## src/rtl/trap_entry_pkg.sv

```systemverilog
package trap_entry_pkg;
  localparam int TT_W = 9;
  localparam int GL_W = 3;
  localparam int PS_W = 13;
  localparam int HP_W = 12;
  localparam int TS_W = 64;
  localparam int BYTE_W = 8;

  // processor state bit positions
  localparam int PS_IE   = 1;
  localparam int PS_PRIV = 2;
  localparam int PS_AM   = 3;
  localparam int PS_PEF  = 4;
  localparam int PS_TLE  = 8;
  localparam int PS_CLE  = 9;

  // hypervisor state bit positions
  localparam int HP_TLZ   = 0;
  localparam int HP_HPRIV = 2;
  localparam int HP_RED   = 5;
  localparam int HP_IBE   = 10;

  // trap-state word field offsets
  localparam int TS_CWP_LSB = 0;
  localparam int TS_PS_LSB  = 8;
  localparam int TS_ASI_LSB = 24;
  localparam int TS_CCR_LSB = 32;
  localparam int TS_GL_LSB  = 40;

  // special trap type that advances the window by one
  localparam logic [TT_W-1:0] TT_CLEAN = 9'h024;

  typedef struct packed {
    logic load;    // capture snapshot this edge
    logic commit;  // results valid, strobes high
  } ctlStrobes_t;
endpackage

```

## src/rtl/trap_window_rotator.sv

```systemverilog
module trap_window_rotator
  import trap_entry_pkg::*;
#(
  parameter int NWINDOWS = 8,
  localparam int CWP_W = $clog2(NWINDOWS)
) (
  input  logic [TT_W-1:0]  trapType,
  input  logic [CWP_W-1:0] cwpIn,
  input  logic [CWP_W-1:0] cansaveIn,
  output logic [CWP_W-1:0] cwpNext,
  output logic             rotate
);
  logic isSpill, isFill, isClean;
  int unsigned sum;

  assign isSpill = (trapType[TT_W-1:6] == 3'b010);
  assign isFill  = (trapType[TT_W-1:6] == 3'b011);
  assign isClean = (trapType == TT_CLEAN);

  always_comb begin
    sum = 32'(cwpIn);
    if (isSpill)      sum = 32'(cwpIn) + 32'(cansaveIn) + 32'd2;
    else if (isFill)  sum = 32'(cwpIn) + 32'(NWINDOWS) - 32'd1;
    else if (isClean) sum = 32'(cwpIn) + 32'd1;
    cwpNext = CWP_W'(sum % 32'(NWINDOWS));
  end

  assign rotate = isSpill | isFill | isClean;
endmodule

```

## src/rtl/trap_save_control.sv

```systemverilog
module trap_save_control
  import trap_entry_pkg::*;
(
  input  logic        clk,
  input  logic        rstN,
  input  logic        reqValid,
  output ctlStrobes_t ctl
);
  logic doneQ;

  always_ff @(posedge clk) begin
    if (!rstN) doneQ <= 1'b0;
    else       doneQ <= reqValid && !doneQ;
  end

  assign ctl.load   = reqValid && !doneQ;
  assign ctl.commit = doneQ;
endmodule

```

## src/rtl/trap_save_datapath.sv

```systemverilog
module trap_save_datapath
  import trap_entry_pkg::*;
#(
  parameter int NWINDOWS = 8,
  parameter int MAX_TL = 6,
  parameter int MAX_GL = 3,
  parameter int MAX_PGL = 2,
  parameter int PC_W = 64,
  localparam int CWP_W = $clog2(NWINDOWS),
  localparam int TL_W = $clog2(MAX_TL + 1)
) (
  input  logic              clk,
  input  logic              rstN,
  input  ctlStrobes_t       ctl,
  input  logic [TT_W-1:0]   reqTrapType,
  input  logic              reqToHyper,
  input  logic              reqRedMode,
  input  logic [TL_W-1:0]   curTl,
  input  logic [GL_W-1:0]   curGl,
  input  logic [BYTE_W-1:0] curCcr,
  input  logic [BYTE_W-1:0] curAsi,
  input  logic [PS_W-1:0]   curPstate,
  input  logic [HP_W-1:0]   curHpstate,
  input  logic [CWP_W-1:0]  curCwp,
  input  logic [CWP_W-1:0]  curCansave,
  input  logic [PC_W-1:0]   curPc,
  input  logic [PC_W-1:0]   curNpc,
  output logic [TL_W-1:0]   tlQ,
  output logic [TS_W-1:0]   tstateQ,
  output logic [PC_W-1:0]   tpcQ,
  output logic [PC_W-1:0]   tnpcQ,
  output logic [HP_W-1:0]   htstateQ,
  output logic [TT_W-1:0]   ttQ,
  output logic [GL_W-1:0]   glQ,
  output logic [PS_W-1:0]   pstateQ,
  output logic [HP_W-1:0]   hpstateQ,
  output logic [CWP_W-1:0]  cwpQ,
  output logic              cwpRotQ
);
  logic [TL_W-1:0]  tlNext;
  logic [GL_W:0]    glInc;
  logic [GL_W:0]    glLim;
  logic [GL_W-1:0]  glNext;
  logic [TS_W-1:0]  tstateNext;
  logic [PC_W-1:0]  pcMask;
  logic [PS_W-1:0]  pstateNext;
  logic [HP_W-1:0]  hpstateNext;
  logic [CWP_W-1:0] cwpNext;
  logic             cwpRot;

  // trap level with saturation
  assign tlNext = (curTl >= TL_W'(MAX_TL)) ? TL_W'(MAX_TL) : curTl + 1'b1;

  // global level with destination-dependent limit
  assign glInc  = {1'b0, curGl} + 1'b1;
  assign glLim  = (reqRedMode || reqToHyper) ? (GL_W+1)'(MAX_GL) : (GL_W+1)'(MAX_PGL);
  assign glNext = (glInc > glLim) ? glLim[GL_W-1:0] : glInc[GL_W-1:0];

  // packed trap-state word
  always_comb begin
    tstateNext = '0;
    tstateNext[TS_GL_LSB  +: GL_W]   = curGl;
    tstateNext[TS_CCR_LSB +: BYTE_W] = curCcr;
    tstateNext[TS_ASI_LSB +: BYTE_W] = curAsi;
    tstateNext[TS_PS_LSB  +: PS_W]   = curPstate;
    tstateNext[TS_CWP_LSB +: CWP_W]  = curCwp;
  end

  // narrow-address truncation of saved PCs
  assign pcMask = curPstate[PS_AM] ? {{(PC_W-32){1'b0}}, {32{1'b1}}} : {PC_W{1'b1}};

  // privilege state updates
  always_comb begin
    pstateNext  = curPstate;
    hpstateNext = curHpstate;
    pstateNext[PS_PEF] = 1'b1;
    pstateNext[PS_AM]  = 1'b0;
    pstateNext[PS_IE]  = 1'b0;
    if (reqRedMode) begin
      pstateNext[PS_PRIV]    = 1'b1;
      hpstateNext[HP_RED]    = 1'b1;
      hpstateNext[HP_HPRIV]  = 1'b1;
      hpstateNext[HP_IBE]    = 1'b0;
    end else if (reqToHyper) begin
      hpstateNext[HP_HPRIV]  = 1'b1;
      hpstateNext[HP_RED]    = 1'b0;
      hpstateNext[HP_IBE]    = 1'b0;
    end else begin
      pstateNext[PS_PRIV] = 1'b1;
      pstateNext[PS_CLE]  = curPstate[PS_TLE];
    end
  end

  trap_window_rotator #(.NWINDOWS(NWINDOWS)) uRot (
    .trapType (reqTrapType),
    .cwpIn    (curCwp),
    .cansaveIn(curCansave),
    .cwpNext  (cwpNext),
    .rotate   (cwpRot)
  );

  always_ff @(posedge clk) begin
    if (!rstN) begin
      tlQ      <= '0;
      tstateQ  <= '0;
      tpcQ     <= '0;
      tnpcQ    <= '0;
      htstateQ <= '0;
      ttQ      <= '0;
      glQ      <= '0;
      pstateQ  <= '0;
      hpstateQ <= '0;
      cwpQ     <= '0;
      cwpRotQ  <= 1'b0;
    end else if (ctl.load) begin
      tlQ      <= tlNext;
      tstateQ  <= tstateNext;
      tpcQ     <= curPc & pcMask;
      tnpcQ    <= curNpc & pcMask;
      htstateQ <= curHpstate;
      ttQ      <= reqTrapType;
      glQ      <= glNext;
      pstateQ  <= pstateNext;
      hpstateQ <= hpstateNext;
      cwpQ     <= cwpNext;
      cwpRotQ  <= cwpRot;
    end
  end
endmodule

```

## src/rtl/trap_entry_saver.sv

```systemverilog
module trap_entry_saver
  import trap_entry_pkg::*;
#(
  parameter int NWINDOWS = 8,
  parameter int MAX_TL = 6,
  parameter int MAX_GL = 3,
  parameter int MAX_PGL = 2,
  parameter int PC_W = 64,
  localparam int CWP_W = $clog2(NWINDOWS),
  localparam int TL_W = $clog2(MAX_TL + 1)
) (
  input  logic              clk,
  input  logic              rstN,
  input  logic              reqValid,
  input  logic [TT_W-1:0]   reqTrapType,
  input  logic              reqToHyper,
  input  logic              reqRedMode,
  input  logic [TL_W-1:0]   curTl,
  input  logic [GL_W-1:0]   curGl,
  input  logic [BYTE_W-1:0] curCcr,
  input  logic [BYTE_W-1:0] curAsi,
  input  logic [PS_W-1:0]   curPstate,
  input  logic [HP_W-1:0]   curHpstate,
  input  logic [CWP_W-1:0]  curCwp,
  input  logic [CWP_W-1:0]  curCansave,
  input  logic [PC_W-1:0]   curPc,
  input  logic [PC_W-1:0]   curNpc,
  output logic              done,
  output logic [TL_W-1:0]   trapLevelOut,
  output logic              tlWe,
  output logic [TS_W-1:0]   tstateOut,
  output logic              tstateWe,
  output logic [PC_W-1:0]   tpcOut,
  output logic              tpcWe,
  output logic [PC_W-1:0]   tnpcOut,
  output logic              tnpcWe,
  output logic [HP_W-1:0]   htstateOut,
  output logic              htstateWe,
  output logic [TT_W-1:0]   ttOut,
  output logic              ttWe,
  output logic [GL_W-1:0]   glOut,
  output logic              glWe,
  output logic [PS_W-1:0]   pstateOut,
  output logic              pstateWe,
  output logic [HP_W-1:0]   hpstateOut,
  output logic              hpstateWe,
  output logic [CWP_W-1:0]  cwpOut,
  output logic              cwpWe
);
  ctlStrobes_t ctl;
  logic cwpRotQ;

  trap_save_control uCtl (
    .clk     (clk),
    .rstN    (rstN),
    .reqValid(reqValid),
    .ctl     (ctl)
  );

  trap_save_datapath #(
    .NWINDOWS(NWINDOWS), .MAX_TL(MAX_TL), .MAX_GL(MAX_GL),
    .MAX_PGL(MAX_PGL), .PC_W(PC_W)
  ) uDp (
    .clk        (clk),
    .rstN       (rstN),
    .ctl        (ctl),
    .reqTrapType(reqTrapType),
    .reqToHyper (reqToHyper),
    .reqRedMode (reqRedMode),
    .curTl      (curTl),
    .curGl      (curGl),
    .curCcr     (curCcr),
    .curAsi     (curAsi),
    .curPstate  (curPstate),
    .curHpstate (curHpstate),
    .curCwp     (curCwp),
    .curCansave (curCansave),
    .curPc      (curPc),
    .curNpc     (curNpc),
    .tlQ        (trapLevelOut),
    .tstateQ    (tstateOut),
    .tpcQ       (tpcOut),
    .tnpcQ      (tnpcOut),
    .htstateQ   (htstateOut),
    .ttQ        (ttOut),
    .glQ        (glOut),
    .pstateQ    (pstateOut),
    .hpstateQ   (hpstateOut),
    .cwpQ       (cwpOut),
    .cwpRotQ    (cwpRotQ)
  );

  assign done      = ctl.commit;
  assign tlWe      = ctl.commit;
  assign tstateWe  = ctl.commit;
  assign tpcWe     = ctl.commit;
  assign tnpcWe    = ctl.commit;
  assign htstateWe = ctl.commit;
  assign ttWe      = ctl.commit;
  assign glWe      = ctl.commit;
  assign pstateWe  = ctl.commit;
  assign hpstateWe = ctl.commit;
  assign cwpWe     = ctl.commit & cwpRotQ;
endmodule

```

## config.mk

```make
export PLATFORM = sky130hd
export DESIGN_NAME = trap_entry_saver
export DESIGN_NICKNAME = d
export VERILOG_FILES = /design/src/rtl/trap_entry_pkg.sv /design/src/rtl/trap_window_rotator.sv /design/src/rtl/trap_save_control.sv /design/src/rtl/trap_save_datapath.sv /design/src/rtl/trap_entry_saver.sv
export SDC_FILE = /design/constraint.sdc
export NUM_CORES = 1
export LEC_CHECK = 0
export BUFFER_PORTS_ARGS = -buffer_cell sky130_fd_sc_hd__buf_2
export CORE_AREA = 2 2 176 178
export DETAILED_ROUTE_END_ITERATION = 10
export DIE_AREA = 0 0 178 180
export PLACE_DENSITY_LB_ADDON = 0.3
export SYNTH_ARGS = -nofsm -noshare
export SYNTH_HDL_FRONTEND = slang
export SYNTH_HIERARCHICAL = 1
export SYNTH_SLANG_ARGS = --single-unit
```

## constraint.sdc

```tcl
create_clock -name clk -period 3.92 [get_ports clk]
set_clock_uncertainty 0.15 [all_clocks]
set_input_delay 0.784 -clock clk [delete_from_list [all_inputs] [get_ports clk]]
set_output_delay 0.784 -clock clk [all_outputs]
set_load 0.05 [all_outputs]
```

==> impl_metrics.csv, run 1 <==
group,metric,value,unit
cts,postCtsSetupRepairBufs,0,
power,cell_internal_pwr,3.83,mW
floorplanning,die_height,180,µm
drt,totalWireLength,21300,µm
drt,wl_per_cell,14.2,µm
timing,report.final.setup_viol,0,
worst_setup_path,capturing_element_type_of_the_critical_path,"primary output",
floorplanning,coreArea,0.0302,mm²
power,leakage,5.43,nW
global_route,largest_net_degree_at_the_start_of_global_routing,110,
job,cap_violations,0,
worst_setup_path,maximum_cell_stage_delay_along_the_critical_path,630,ps
global_route,grtUsageTotal,12.3,%
drt,drt_first_iter_violations,171,
power,irDropWorstVdd,287,µV
timing,setup_repair_after_global_routing_missed_its_margin,"no",
cts,postCtsHoldBufs,0,
synthesis,number_of_flops_mapped_to_enable_cells_by_yosys,0,
worst_setup_path,worstPathMaxFanout,13,
cells_and_area,fillers,3106,
drt,drt_drc_violations_left,0,
worst_setup_path,worst-endpoint-required,2990,ps
cells_and_area,design.final.nets,1287,
cells_and_area,multi_input_comb_area,0.00328,mm²
synthesis,synthArstFlopShare,0,%
power,pwr-share-clk,40.1,%
drt,detail-route-antenna-nets,0,
synthesis,yosysUniqueCellTypes,36,
worst_setup_path,critical_path_data_arrival_time,1600,ps
timing,worst_slew_margin_rel,29.4,%
cells_and_area,area_growth_syn_to_layout,35.9,%
drt,via_per_inst,4.13,
floorplanning,number_of_i_o_pins,453,
cts,number_of_instances_resized_during_post_cts_repair,0,
cts,cts-root-to-sink-buffers,3,
worst_setup_path,worstSetupPathType,"reg2out",
cells_and_area,antenna-diode-count,0,
worst_setup_path,worstPathBufferInverterCount,1,
cells_and_area,ff_latch_area,0.00402,mm²
power,pwr_density_cell,512,mW/mm²
floorplanning,start_util,26.3,%
cells_and_area,final_cell_area,0.0108,mm²
timing,final-max-slew-violation-count,0,
timing,post-route-period-util,64.6,%
cts,cts.clk_slew.worst_paths,60,ps
timing,final_period_minus_worst_setup_slack,2530,ps
timing,hold_viol_final,0,
drt,dr_total_vias,6185,
floorplanning,design.die.area,0.0320,mm²
outcome,status,"finished, final reports clean",
power,comb_power_share,19.7,%
synthesis,post_synth_instance_area,0.00794,mm²
cts,clock_tree.htree_level_count,1,
power,power.sequential.fraction,40.2,%
placed_design,gp_congestion,0.751,
cts,clock_latency,510,ps
worst_setup_path,worstSetupStartpointType,"flip-flop",
cells_and_area,layoutNonFillerInstCount,1497,
hold_path,hold_path_class,"reg2reg",
floorplanning,row_count,64,
placed_design,half_perimeter_wire_length_after_detailed_placement,15300,µm
synthesis,avgSynthCellArea,11.3,µm²
cts,numClockSinks,201,
placed_design,placed_area,0.0100,mm²
power,power.net_switching,1.70,mW
placed_design,port_buffers,421,
cells_and_area,layout-drive-gt1-share,42.8,%
global_route,number_of_global_route_vias_before_repair,5929,
synthesis,ys_dominant_reg_cell,"sky130_fd_sc_hd__dfxtp_1",
global_route,wire_length_of_the_first_global_routing_pass,32000,µm
synthesis,ys_seq_area_share,50.7,%
worst_setup_path,cp_top_family,"flip-flops",
timing,worst-slew-pin-transition,1060,ps
cts,cts_tree,"done",
floorplanning,die_width,178,µm
placed_design,place.detailed.instances,1455,
cts,cts_buffers,23,
synthesis,synth.ff_latch_count,201,
timing,clock.fmax,395,MHz
timing,fin_tns_setup,0,ps
global_route,grt_overflow_total,0,
worst_setup_path,critical_path.cell_chain,"and2_1, buf_2",
power,power_switching_share,30.8,%
drt,drt-pass1-iter-count,4,
cts,clock-root-buffer,"sky130_fd_sc_hd__clkbuf_16",
worst_setup_path,timing.critical_path.slowest_stage_cell,"sky130_fd_sc_hd__dfxtp_1",
global_route,antenna_found_initial,1,
synthesis,postSynthCellCount,705,
synthesis,ys.warnings.count,6,
## per-layer routing
metal	wire, µm	vias to the layer above	GRT usage, %
li1	-	3079	-
met1	8180	2780	13.4
met2	10300	278	21.9
met3	1970	46	3.87
met4	814	2	4.66
met5	7	-	0
## cells by family after synthesis
kind of cell,after synthesis,share of synthesized area (%)
and+or+nand+nor,161,12.6
DFF,201,50.7
adders and majority gates,8,1.26
AOI/OAI and AO/OA,94,9.35
other,1,0.0473
buffers and inverters,109,9.57
xor gates and xnor gates,4,0.442
muxes,127,16.0
## cell usage in the layout, fill, tap and decap left out, drive strengths merged, types with 8 or more instances in the layout
master and instances:
buf 427, dfxtp 201, nor2b 133, mux2i 127
a22o 64, conb 31, clkbuf 31, a21oi 12
o21ai 9, ha 8
## cell usage after synthesis (2+ instances only)
| cell type | n | share of area, % |
|---|---|---|
| sky130_fd_sc_hd__xnor2_1 | 3 | 0.33 |
| sky130_fd_sc_hd__nor2_1 | 7 | 0.33 |
| sky130_fd_sc_hd__and3b_1 | 2 | 0.22 |
| sky130_fd_sc_hd__a22o_1 | 64 | 7.1 |
| sky130_fd_sc_hd__nand2b_1 | 3 | 0.24 |
| sky130_fd_sc_hd__a21boi_0 | 3 | 0.28 |
| sky130_fd_sc_hd__buf_6 | 11 | 1.6 |
| sky130_fd_sc_hd__dfxtp_1 | 201 | 51 |
| sky130_fd_sc_hd__nor2b_1 | 133 | 10 |
| sky130_fd_sc_hd__and2_1 | 2 | 0.16 |
| sky130_fd_sc_hd__ha_1 | 8 | 1.3 |
| sky130_fd_sc_hd__a21oi_1 | 12 | 0.76 |
| sky130_fd_sc_hd__o211a_1 | 2 | 0.25 |
| sky130_fd_sc_hd__nand3_1 | 2 | 0.13 |
| sky130_fd_sc_hd__o21ai_0 | 9 | 0.57 |
| sky130_fd_sc_hd__clkbuf_1 | 14 | 0.66 |
| sky130_fd_sc_hd__mux2i_1 | 127 | 16 |
| sky130_fd_sc_hd__buf_4 | 68 | 6.4 |
| sky130_fd_sc_hd__nor3_1 | 2 | 0.13 |
| sky130_fd_sc_hd__buf_2 | 10 | 0.63 |
| sky130_fd_sc_hd__nand2_1 | 2 | 0.095 |
| sky130_fd_sc_hd__inv_1 | 6 | 0.28 |
## power by group through the flow
stage / clock (mW) / sequential, mW / combinational (mW)
6_report: 2.22 / 2.22 / 1.09
5_1_grt: 2.39 / 2.23 / 1.15
4_1_cts: 2.30 / 2.22 / 1.10
3_5_place_dp: 0 / 2.26 / 1.10
3_3_place_gp: 0 / 2.26 / 1.09
2_1_floorplan: 0 / 2.66 / 0.461
## flip-flops by register name (all words and copies together) (netlist names)
name / flops
uDp/tpcQ: 64
uDp/cwpQ: 3
uDp/tstateQ: 28
uDp/cwpRotQ: 1
uCtl/doneQ: 1
uDp/htstateQ: 12
uDp/hpstateQ: 3
uDp/tnpcQ: 64
uDp/tlQ: 3
uDp/glQ: 3
uDp/ttQ: 9
uDp/pstateQ: 10
## per-stage QoR
step | utilization (%) | setup WS [ps] | total power [mW] | hold WS [ps]
5_1_grt | 35.7 | 1230 | 5.78 | 302
6_report | 35.7 | 1390 | 5.53 | 315
4_1_cts | 35.7 | 1270 | 5.61 | 291
3_5_place_dp | 33.1 | 1330 | 3.36 | 294
3_3_place_gp | 33.1 | 1330 | 3.35 | 281
2_1_floorplan | - | 1590 | 3.12 | 324
## worst register-to-register path, cell delays in order (launching register included)
cell and delay, ps:
sky130_fd_sc_hd__dfxtp_1 460, sky130_fd_sc_hd__nor2b_4 260, sky130_fd_sc_hd__buf_4 790, sky130_fd_sc_hd__mux2i_1 390, sky130_fd_sc_hd__nor2b_1 60
## final cells by class
cell class / count / area share (%)
Sequential cell: 201 / 37.3
Clock inverter: 11 / 1.28
Timing Repair Buffer: 427 / 20.2
Tap cell: 396 / 4.59
Clock buffer: 31 / 5.99
Inverter: 6 / 0.209
Multi-Input combinational cell: 425 / 30.4
## final timing paths
check	from	endpoint	slack [ps]	cells after the start
hold reg to reg	uDp/glQ[2]$_SDFFE_PN0P_	uDp/glQ[2]$_SDFFE_PN0P_	310	1
setup reg to reg	uCtl/doneQ$_SDFF_PN0_	uDp/tstateQ[30]$_SDFFE_PN0P_	1700	4
hold / removal	uDp/glQ[2]$_SDFFE_PN0P_	uDp/glQ[2]$_SDFFE_PN0P_	310	1
setup / recovery	uCtl/doneQ$_SDFF_PN0_	cwpWe	1390	2
Power figures use the tool's default switching activity.
==> inputs of run 2 (changes only) <==
--- a/config.mk
+++ b/config.mk
@@ -6,9 +6,9 @@
 export NUM_CORES = 1
 export LEC_CHECK = 0
 export BUFFER_PORTS_ARGS = -buffer_cell sky130_fd_sc_hd__buf_2
-export CORE_AREA = 2 2 176 178
+export CORE_AREA = 2 2 174 176
 export DETAILED_ROUTE_END_ITERATION = 10
-export DIE_AREA = 0 0 178 180
+export DIE_AREA = 0 0 176 178
 export PLACE_DENSITY_LB_ADDON = 0.3
 export SYNTH_ARGS = -nofsm -noshare
 export SYNTH_HDL_FRONTEND = slang
==> constraint.sdc (replaced) <==
create_clock -name clk -period 2.35 [get_ports clk]
set_clock_uncertainty 0.15 [all_clocks]
set_input_delay 0.47 -clock clk [delete_from_list [all_inputs] [get_ports clk]]
set_output_delay 0.47 -clock clk [all_outputs]
set_load 0.05 [all_outputs]
==> run 2 against run 1 <==
Effect of this change:
- setup slack worse by 1200 ps
- sequential power grew 67%
- power grew 65%
- clock power increased by 59%
- first-iteration DRC count up 30%
- combinational power grew 72%
- via count rose by 2.2%
- worst hold slack worse by 280 ps
- critical path type unchanged
- highest routed layer is now met4
==> impl_metrics.csv, run 2 (synthesis gave the netlist of run 1 again) <==
group,metric,value,unit
drt,dr_total_vias,6321,
global_route,global_route.usage.met3,4.13,%
placed_design,placed_area,0.0100,mm²
placed_design,port_buffers,421,
timing,worst_slew_margin_rel,49.7,%
cells_and_area,final_cell_area,0.0111,mm²
cells_and_area,antenna-diode-count,0,
power,leakage,5.55,nW
timing,post-route-period-util,91.4,%
drt,via_per_inst,4.16,
drt,drt_drc_violations_left,0,
timing,report.final.setup_viol,0,
global_route,grtUsageTotal,12.7,%
floorplanning,start_util,27.0,%
cts,clock-root-buffer,"sky130_fd_sc_hd__clkbuf_16",
drt,totalWireLength,22100,µm
global_route,antenna_found_initial,0,
power,irDropWorstVdd,490,µV
worst_setup_path,worstSetupPathType,"reg2out",
cts,cts_buffers,23,
cts,cts-root-to-sink-buffers,3,
cts,postCtsSetupRepairBufs,0,
global_route,grt.met2_usage,22.2,%
power,pwr_density_cell,821,mW/mm²
cells_and_area,most_common_library_cell_in_the_layout_ignoring_fill_and_taps,"sky130_fd_sc_hd__buf_2",
timing,setup_repair_after_global_routing_missed_its_margin,"no",
worst_setup_path,capturing_element_type_of_the_critical_path,"primary output",
cells_and_area,area_growth_syn_to_layout,39.7,%
cells_and_area,layout-drive-gt1-share,41.7,%
cts,cts_tree,"done",
global_route,grt_busiest_layer,"met2",
drt,drt_first_iter_violations,223,
cts,clock_latency,500,ps
global_route,largest_net_degree_at_the_start_of_global_routing,138,
timing,clock.fmax,465,MHz
cells_and_area,largestRegisters,"uDp/tnpcQ x64, uDp/tpcQ x64, uDp/tstateQ x28",
floorplanning,number_of_i_o_pins,453,
floorplanning,row_count,63,
global_route,grt_use_met1,14.9,%
worst_setup_path,worst-endpoint-required,1730,ps
floorplanning,die_height,178,µm
outcome,status,"finished, final reports clean",
worst_setup_path,worstPathMaxFanout,12,
timing,final-max-slew-violation-count,0,
worst_setup_path,worst_setup_path_startpoint,"uCtl/doneQ$_SDFF_PN0_",
worst_setup_path,worstSetupStartpointType,"flip-flop",
cells_and_area,final_core_util,37.7,%
cts,cts.clk_slew.worst_paths,60,ps
global_route,wire_length_of_the_first_global_routing_pass,32200,µm
drt,detail-route-antenna-nets,0,
cts,clock_tree.htree_level_count,1,
job,cap_violations,0,
global_route,number_of_global_route_vias_before_repair,5959,
global_route,grt_overflow_total,0,
hold_path,hp-start,"curPc[43]",
timing,final_period_minus_worst_setup_slack,2150,ps
cells_and_area,most-common-layout-cells,"sky130_fd_sc_hd__buf_2 (420), sky130_fd_sc_hd__dfxtp_1 (201), sky130_fd_sc_hd__nor2b_1 (131)",
drt,drt-pass1-iter-count,4,
cts,numClockSinks,201,
placed_design,half_perimeter_wire_length_after_detailed_placement,15900,µm
hold_path,hold_path_class,"in2reg",
worst_setup_path,reg2reg_from,"uCtl/doneQ$_SDFF_PN0_",
floorplanning,design.die.area,0.0313,mm²
timing,hold_viol_final,0,
cells_and_area,design.final.nets,1319,
timing,fin_tns_setup,0,ps
drt,wl_per_cell,14.6,µm
worst_setup_path,critical_path_data_arrival_time,1530,ps
timing,worst-slew-pin-transition,752,ps
placed_design,gp_congestion,0.726,
floorplanning,coreArea,0.0294,mm²
floorplanning,die_width,176,µm
run 2: cell count changes in the layout (fill, tap and decap cells not counted):
cell                            previous run  this run
sky130_fd_sc_hd__clkbuf_8                  4         8
sky130_fd_sc_hd__buf_12                    2         4
sky130_fd_sc_hd__bufinv_16                 3         1
sky130_fd_sc_hd__dlygate4sd3_1             0        30
sky130_fd_sc_hd__clkbuf_1                  4         2
sky130_fd_sc_hd__clkinv_2                  6         3
sky130_fd_sc_hd__clkinv_4                  1         0
run 2: final cells by class:
class	count	area [µm²]
Clock buffer	33	693
Clock inverter	5	53.8
Fill cell	2970	18300
Inverter	6	22.5
Multi-Input combinational cell	425	3280
Sequential cell	201	4020
Tap cell	390	488
Timing Repair Buffer	459	2520
run 2: power breakdown:
part	internal, mW	switching (mW)
combinational	0.560	1.32
clock	2.14	1.38
sequential	3.60	0.0970
run 2: worst max-delay path: stages, from the launching register on:
cell                      delay (ps)
sky130_fd_sc_hd__dfxtp_1         380
sky130_fd_sc_hd__buf_4           240
sky130_fd_sc_hd__and2_1          140
sky130_fd_sc_hd__buf_2           260
run 2: per-stage QoR:
stage / power, mW / std cells / hold WS (ps) / worst slack [ps]
after global routing: 9.48 / 1519 / 5.32 / 107
after global placement: 5.61 / 1451 / 281 / 155
after CTS: 9.26 / 1519 / 0.153 / 141
after detailed placement: 5.62 / 1451 / 286 / 99.0
final: 9.10 / 1519 / 34.2 / 201
after floorplan: 5.20 / 735 / 324 / 338
run 2: routing by layer:
layer	share of wire, %	vias up
li1	-	3145
met3	8.9	35
met2	48	272
met1	40	2869
met4	2.8	0
met5	0	-
run 2: final timing paths:
check / to / slack, ps / cells past startpoint
hold reg to reg: uDp/pstateQ[4]$_SDFFE_PN0P_ / 300 / 1
setup reg to reg: uDp/tpcQ[41]$_SDFFE_PN0P_ / 490 / 4
hold / removal: uDp/tpcQ[43]$_SDFFE_PN0P_ / 30 / 2
setup / recovery: cwpWe / 200 / 3
run 2: what timing repair did:
item / CTS / global route
endpoints found under the hold margin: 30 / 0
gates resized for setup: 0 / 0
hold buffers: 30 / 0
==> inputs of run 3 (changes only) <==
--- a/config.mk
+++ b/config.mk
@@ -5,10 +5,11 @@
 export SDC_FILE = /design/constraint.sdc
 export NUM_CORES = 1
 export LEC_CHECK = 0
+export ABC_AREA = 1
 export BUFFER_PORTS_ARGS = -buffer_cell sky130_fd_sc_hd__buf_2
-export CORE_AREA = 2 2 174 176
+export CORE_AREA = 2 2 175 177
 export DETAILED_ROUTE_END_ITERATION = 10
-export DIE_AREA = 0 0 176 178
+export DIE_AREA = 0 0 177 179
 export PLACE_DENSITY_LB_ADDON = 0.3
 export SYNTH_ARGS = -nofsm -noshare
 export SYNTH_HDL_FRONTEND = slang
==> run 3 against run 2 <==
Effect of this change:
- first-iteration DRC count rose by 55%
- die area rose by 1.1%
- critical path type unchanged
- largest power group unchanged
- wire length rose by 11%
==> impl_metrics.csv, run 3 <==
group,metric,value,unit
cells_and_area,layout-drive-gt1-share,37.6,%
worst_setup_path,capturing_element_type_of_the_critical_path,"primary output",
global_route,antenna_found_initial,0,
cts,clock-root-buffer,"sky130_fd_sc_hd__clkbuf_16",
worst_setup_path,crit-reg2reg-capture,"uDp/tnpcQ[5]$_SDFFE_PN0P_",
cts,cts.clk_slew.worst_paths,60,ps
cells_and_area,final_core_util,35.4,%
hold_path,hold_path_cell_cnt,3,
worst_setup_path,worstSetupPathType,"reg2out",
timing,hold_viol_final,0,
cells_and_area,area_growth_syn_to_layout,43.0,%
worst_setup_path,cp_top_family,"buffers and inverters",
worst_setup_path,worst-endpoint-required,1730,ps
placed_design,gp_congestion,0.758,
cells_and_area,design.final.nets,1469,
cts,cts-root-to-sink-buffers,3,
synthesis,yosysUniqueCellTypes,30,
timing,setup_repair_after_global_routing_missed_its_margin,"no",
synthesis,post-synth-top-count-cell,"sky130_fd_sc_hd__dfxtp_1",
power,pwr_density_cell,879,mW/mm²
synthesis,ys_seq_area_share,54.1,%
hold_path,hold_path_class,"in2reg",
worst_setup_path,worstSetupStartpointType,"flip-flop",
hold_path,hp-start,"curCcr[0]",
timing,post-route-period-util,84.4,%
worst_setup_path,ff2ff_path_depth,6,
power,leakage,5.43,nW
cells_and_area,final_cell_area,0.0106,mm²
hold_path,min_to,"uDp/tstateQ[32]$_SDFFE_PN0P_",
timing,fin_tns_setup,0,ps
synthesis,number_of_flops_mapped_to_enable_cells_by_yosys,0,
cts,clock_latency,510,ps
floorplanning,design.die.area,0.0317,mm²
floorplanning,number_of_i_o_pins,453,
floorplanning,start_util,24.8,%
worst_setup_path,critical_path.cell_chain,"buf_4, nand2_1, inv_1, buf_2",
placed_design,half_perimeter_wire_length_after_detailed_placement,17600,µm
worst_setup_path,worstPathMaxFanout,11,
cts,cts_buffers,25,
synthesis,proportion_of_netlist_area_held_by_the_largest_area_contributor,54.1,%
cells_and_area,most_common_library_cell_in_the_layout_ignoring_fill_and_taps,"sky130_fd_sc_hd__buf_2",
outcome,status,"finished, final reports clean",
drt,wl_per_cell,14.7,µm
drt,totalWireLength,24600,µm
global_route,number_of_global_route_vias_before_repair,6546,
global_route,largest_net_degree_at_the_start_of_global_routing,69,
timing,worst_slew_margin_rel,62.7,%
drt,drt_first_iter_violations,346,
power,power.sequential.fraction,39.9,%
worst_setup_path,worstPathBufferInverterCount,3,
global_route,global_route.usage.met3,3.41,%
power,power,9.34,mW
worst_setup_path,timing.critical_path.slowest_stage_cell,"sky130_fd_sc_hd__dfxtp_1",
synthesis,synthArstFlopShare,0,%
synthesis,ys_top_cells_by_area,"sky130_fd_sc_hd__dfxtp_1 (54%), sky130_fd_sc_hd__nand2_1 (8.4%), sky130_fd_sc_hd__o21ai_0 (8.0%)",
timing,final-max-slew-violation-count,0,
drt,detail-route-antenna-nets,0,
power,power.net_switching,2.97,mW
worst_setup_path,reg2reg_from,"uCtl/doneQ$_SDFF_PN0_",
power,irDropWorstVdd,429,µV
synthesis,synth.top_cells.by_count,"sky130_fd_sc_hd__dfxtp_1 (201), sky130_fd_sc_hd__nand2_1 (166), sky130_fd_sc_hd__nor2_1 (125)",
placed_design,port_buffers,421,
global_route,grt.met2_usage,23.9,%
worst_setup_path,critical_path_data_arrival_time,1360,ps
global_route,grt_overflow_total,0,
floorplanning,die_height,179,µm
timing,clock.fmax,504,MHz
power,power_switching_share,31.8,%
global_route,wire_length_of_the_first_global_routing_pass,35600,µm
cells_and_area,antenna-diode-count,0,
job,cap_violations,0,
synthesis,avgSynthCellArea,8.59,µm²
power,cell_internal_pwr,6.37,mW
cells_and_area,largestRegisters,"uDp/tnpcQ x64, uDp/tpcQ x64, uDp/tstateQ x28",
cts,clock_tree.htree_level_count,1,
global_route,grtUsageTotal,14.0,%
floorplanning,row_count,64,
drt,dr_total_vias,7104,
synthesis,postSynthCellCount,866,
worst_setup_path,maximum_cell_stage_delay_along_the_critical_path,320,ps
timing,final_period_minus_worst_setup_slack,1980,ps
timing,worst-slew-pin-transition,560,ps
drt,via_per_inst,4.24,
cells_and_area,most-common-layout-cells,"sky130_fd_sc_hd__buf_2 (420), sky130_fd_sc_hd__dfxtp_1 (201), sky130_fd_sc_hd__nand2_1 (165)",
placed_design,placed_area,0.00965,mm²
synthesis,ys_dominant_reg_cell,"sky130_fd_sc_hd__dfxtp_1",
drt,drt-pass1-iter-count,4,
synthesis,yosysTopAreaCell,"sky130_fd_sc_hd__dfxtp_1",
synthesis,post_synth_instance_area,0.00743,mm²
global_route,grt_use_met1,17.5,%
power,pwr-share-clk,39.7,%
cts,cts_tree,"done",
global_route,grt_busiest_layer,"met2",
drt,drt_drc_violations_left,0,
timing,report.final.setup_viol,0,
synthesis,ys.warnings.count,6,
worst_setup_path,reg2reg_setup_slack,730,ps
cts,numClockSinks,201,
floorplanning,coreArea,0.0300,mm²
synthesis,synth.ff_latch_count,201,
power,comb_power_share,20.4,%
floorplanning,die_width,177,µm
run 3: cell count changes after synthesis, moves of 4 or more:
cell                       change
sky130_fd_sc_hd__buf_2         +9
sky130_fd_sc_hd__nor2b_1     -133
sky130_fd_sc_hd__mux2i_1     -127
sky130_fd_sc_hd__o21ai_0     +110
sky130_fd_sc_hd__inv_1        +14
sky130_fd_sc_hd__buf_1         +8
sky130_fd_sc_hd__buf_6         -9
sky130_fd_sc_hd__nand3_1       +8
sky130_fd_sc_hd__o21ai_1       +9
sky130_fd_sc_hd__nor2_1      +118
sky130_fd_sc_hd__buf_4         -4
sky130_fd_sc_hd__clkbuf_1      +6
sky130_fd_sc_hd__nand2_1     +164
run 3: power by group through the flow:
stage | Clock (mW) | Combinational (mW) | Sequential [mW]
after CTS | 3.84 | 1.92 | 3.73
after global placement | 0 | 1.89 | 3.79
after floorplan | 0 | 0.688 | 4.51
after global routing | 3.98 | 2.03 | 3.75
final | 3.71 | 1.91 | 3.73
after detailed placement | 0 | 1.89 | 3.79
run 3: layout make-up:
class | count | area (µm²)
inverter | 23 | 86.3
multi-input combinational | 559 | 2740
timing repair buffer | 456 | 2490
clock buffer | 39 | 748
sequential | 201 | 4020
clock inverter | 3 | 47.5
fill | 3210 | 19400
tap | 396 | 495
run 3: layer usage:
layer	routed length (µm)	share of wire (%)
met1	10500	43
met2	11600	47
met3	2030	8.2
met4	551	2.2
met5	0	0
run 3: through the flow:
stage / std cells / hold WS [ps] / setup WS (ps)
2_1_floorplan: 896 / 289 / 549
6_report: 1677 / 24.5 / 367
5_1_grt: 1677 / 5.77 / 276
4_1_cts: 1677 / 0.195 / 332
3_3_place_gp: 1616 / 266 / 348
3_5_place_dp: 1616 / 277 / 342
run 3: timing repair:
action                                 CTS  global route
endpoints found under the hold margin   19             0
hold buffers                            19             0
resized for setup                        0             0
setup buffers                            0             0
run 3: how the worst max path moves through the flow:
stage | start | end | slack, ps | depth (start not counted)
floorplan | curCwp[1] | uDp/cwpQ[2]$_SDFFE_PN0P_ | 550 | 9
global placement | curCwp[1] | uDp/cwpQ[2]$_SDFFE_PN0P_ | 350 | 10
detailed placement | curCwp[1] | uDp/cwpQ[2]$_SDFFE_PN0P_ | 340 | 10
CTS | uCtl/doneQ$_SDFF_PN0_ | cwpWe | 330 | 4
global route | uCtl/doneQ$_SDFF_PN0_ | cwpWe | 280 | 4
finish | uCtl/doneQ$_SDFF_PN0_ | cwpWe | 370 | 4
run 3: worst min-delay path: cells and delay by family:
kind,cells,cell delay [ps]
buf+inv,1,80
simple gates,2,110
run 3: cell families after synthesis:
| kind of cell | synth area share (%) |
|---|---|
| and+or+nand+nor | 16.1 |
| AOI/OAI and AO/OA | 17.4 |
| DFF | 54.1 |
| buffers and inverters | 10.6 |
| adders and majority gates | 1.35 |
| xor gates and xnor gates | 0.353 |
| other | 0.0504 |
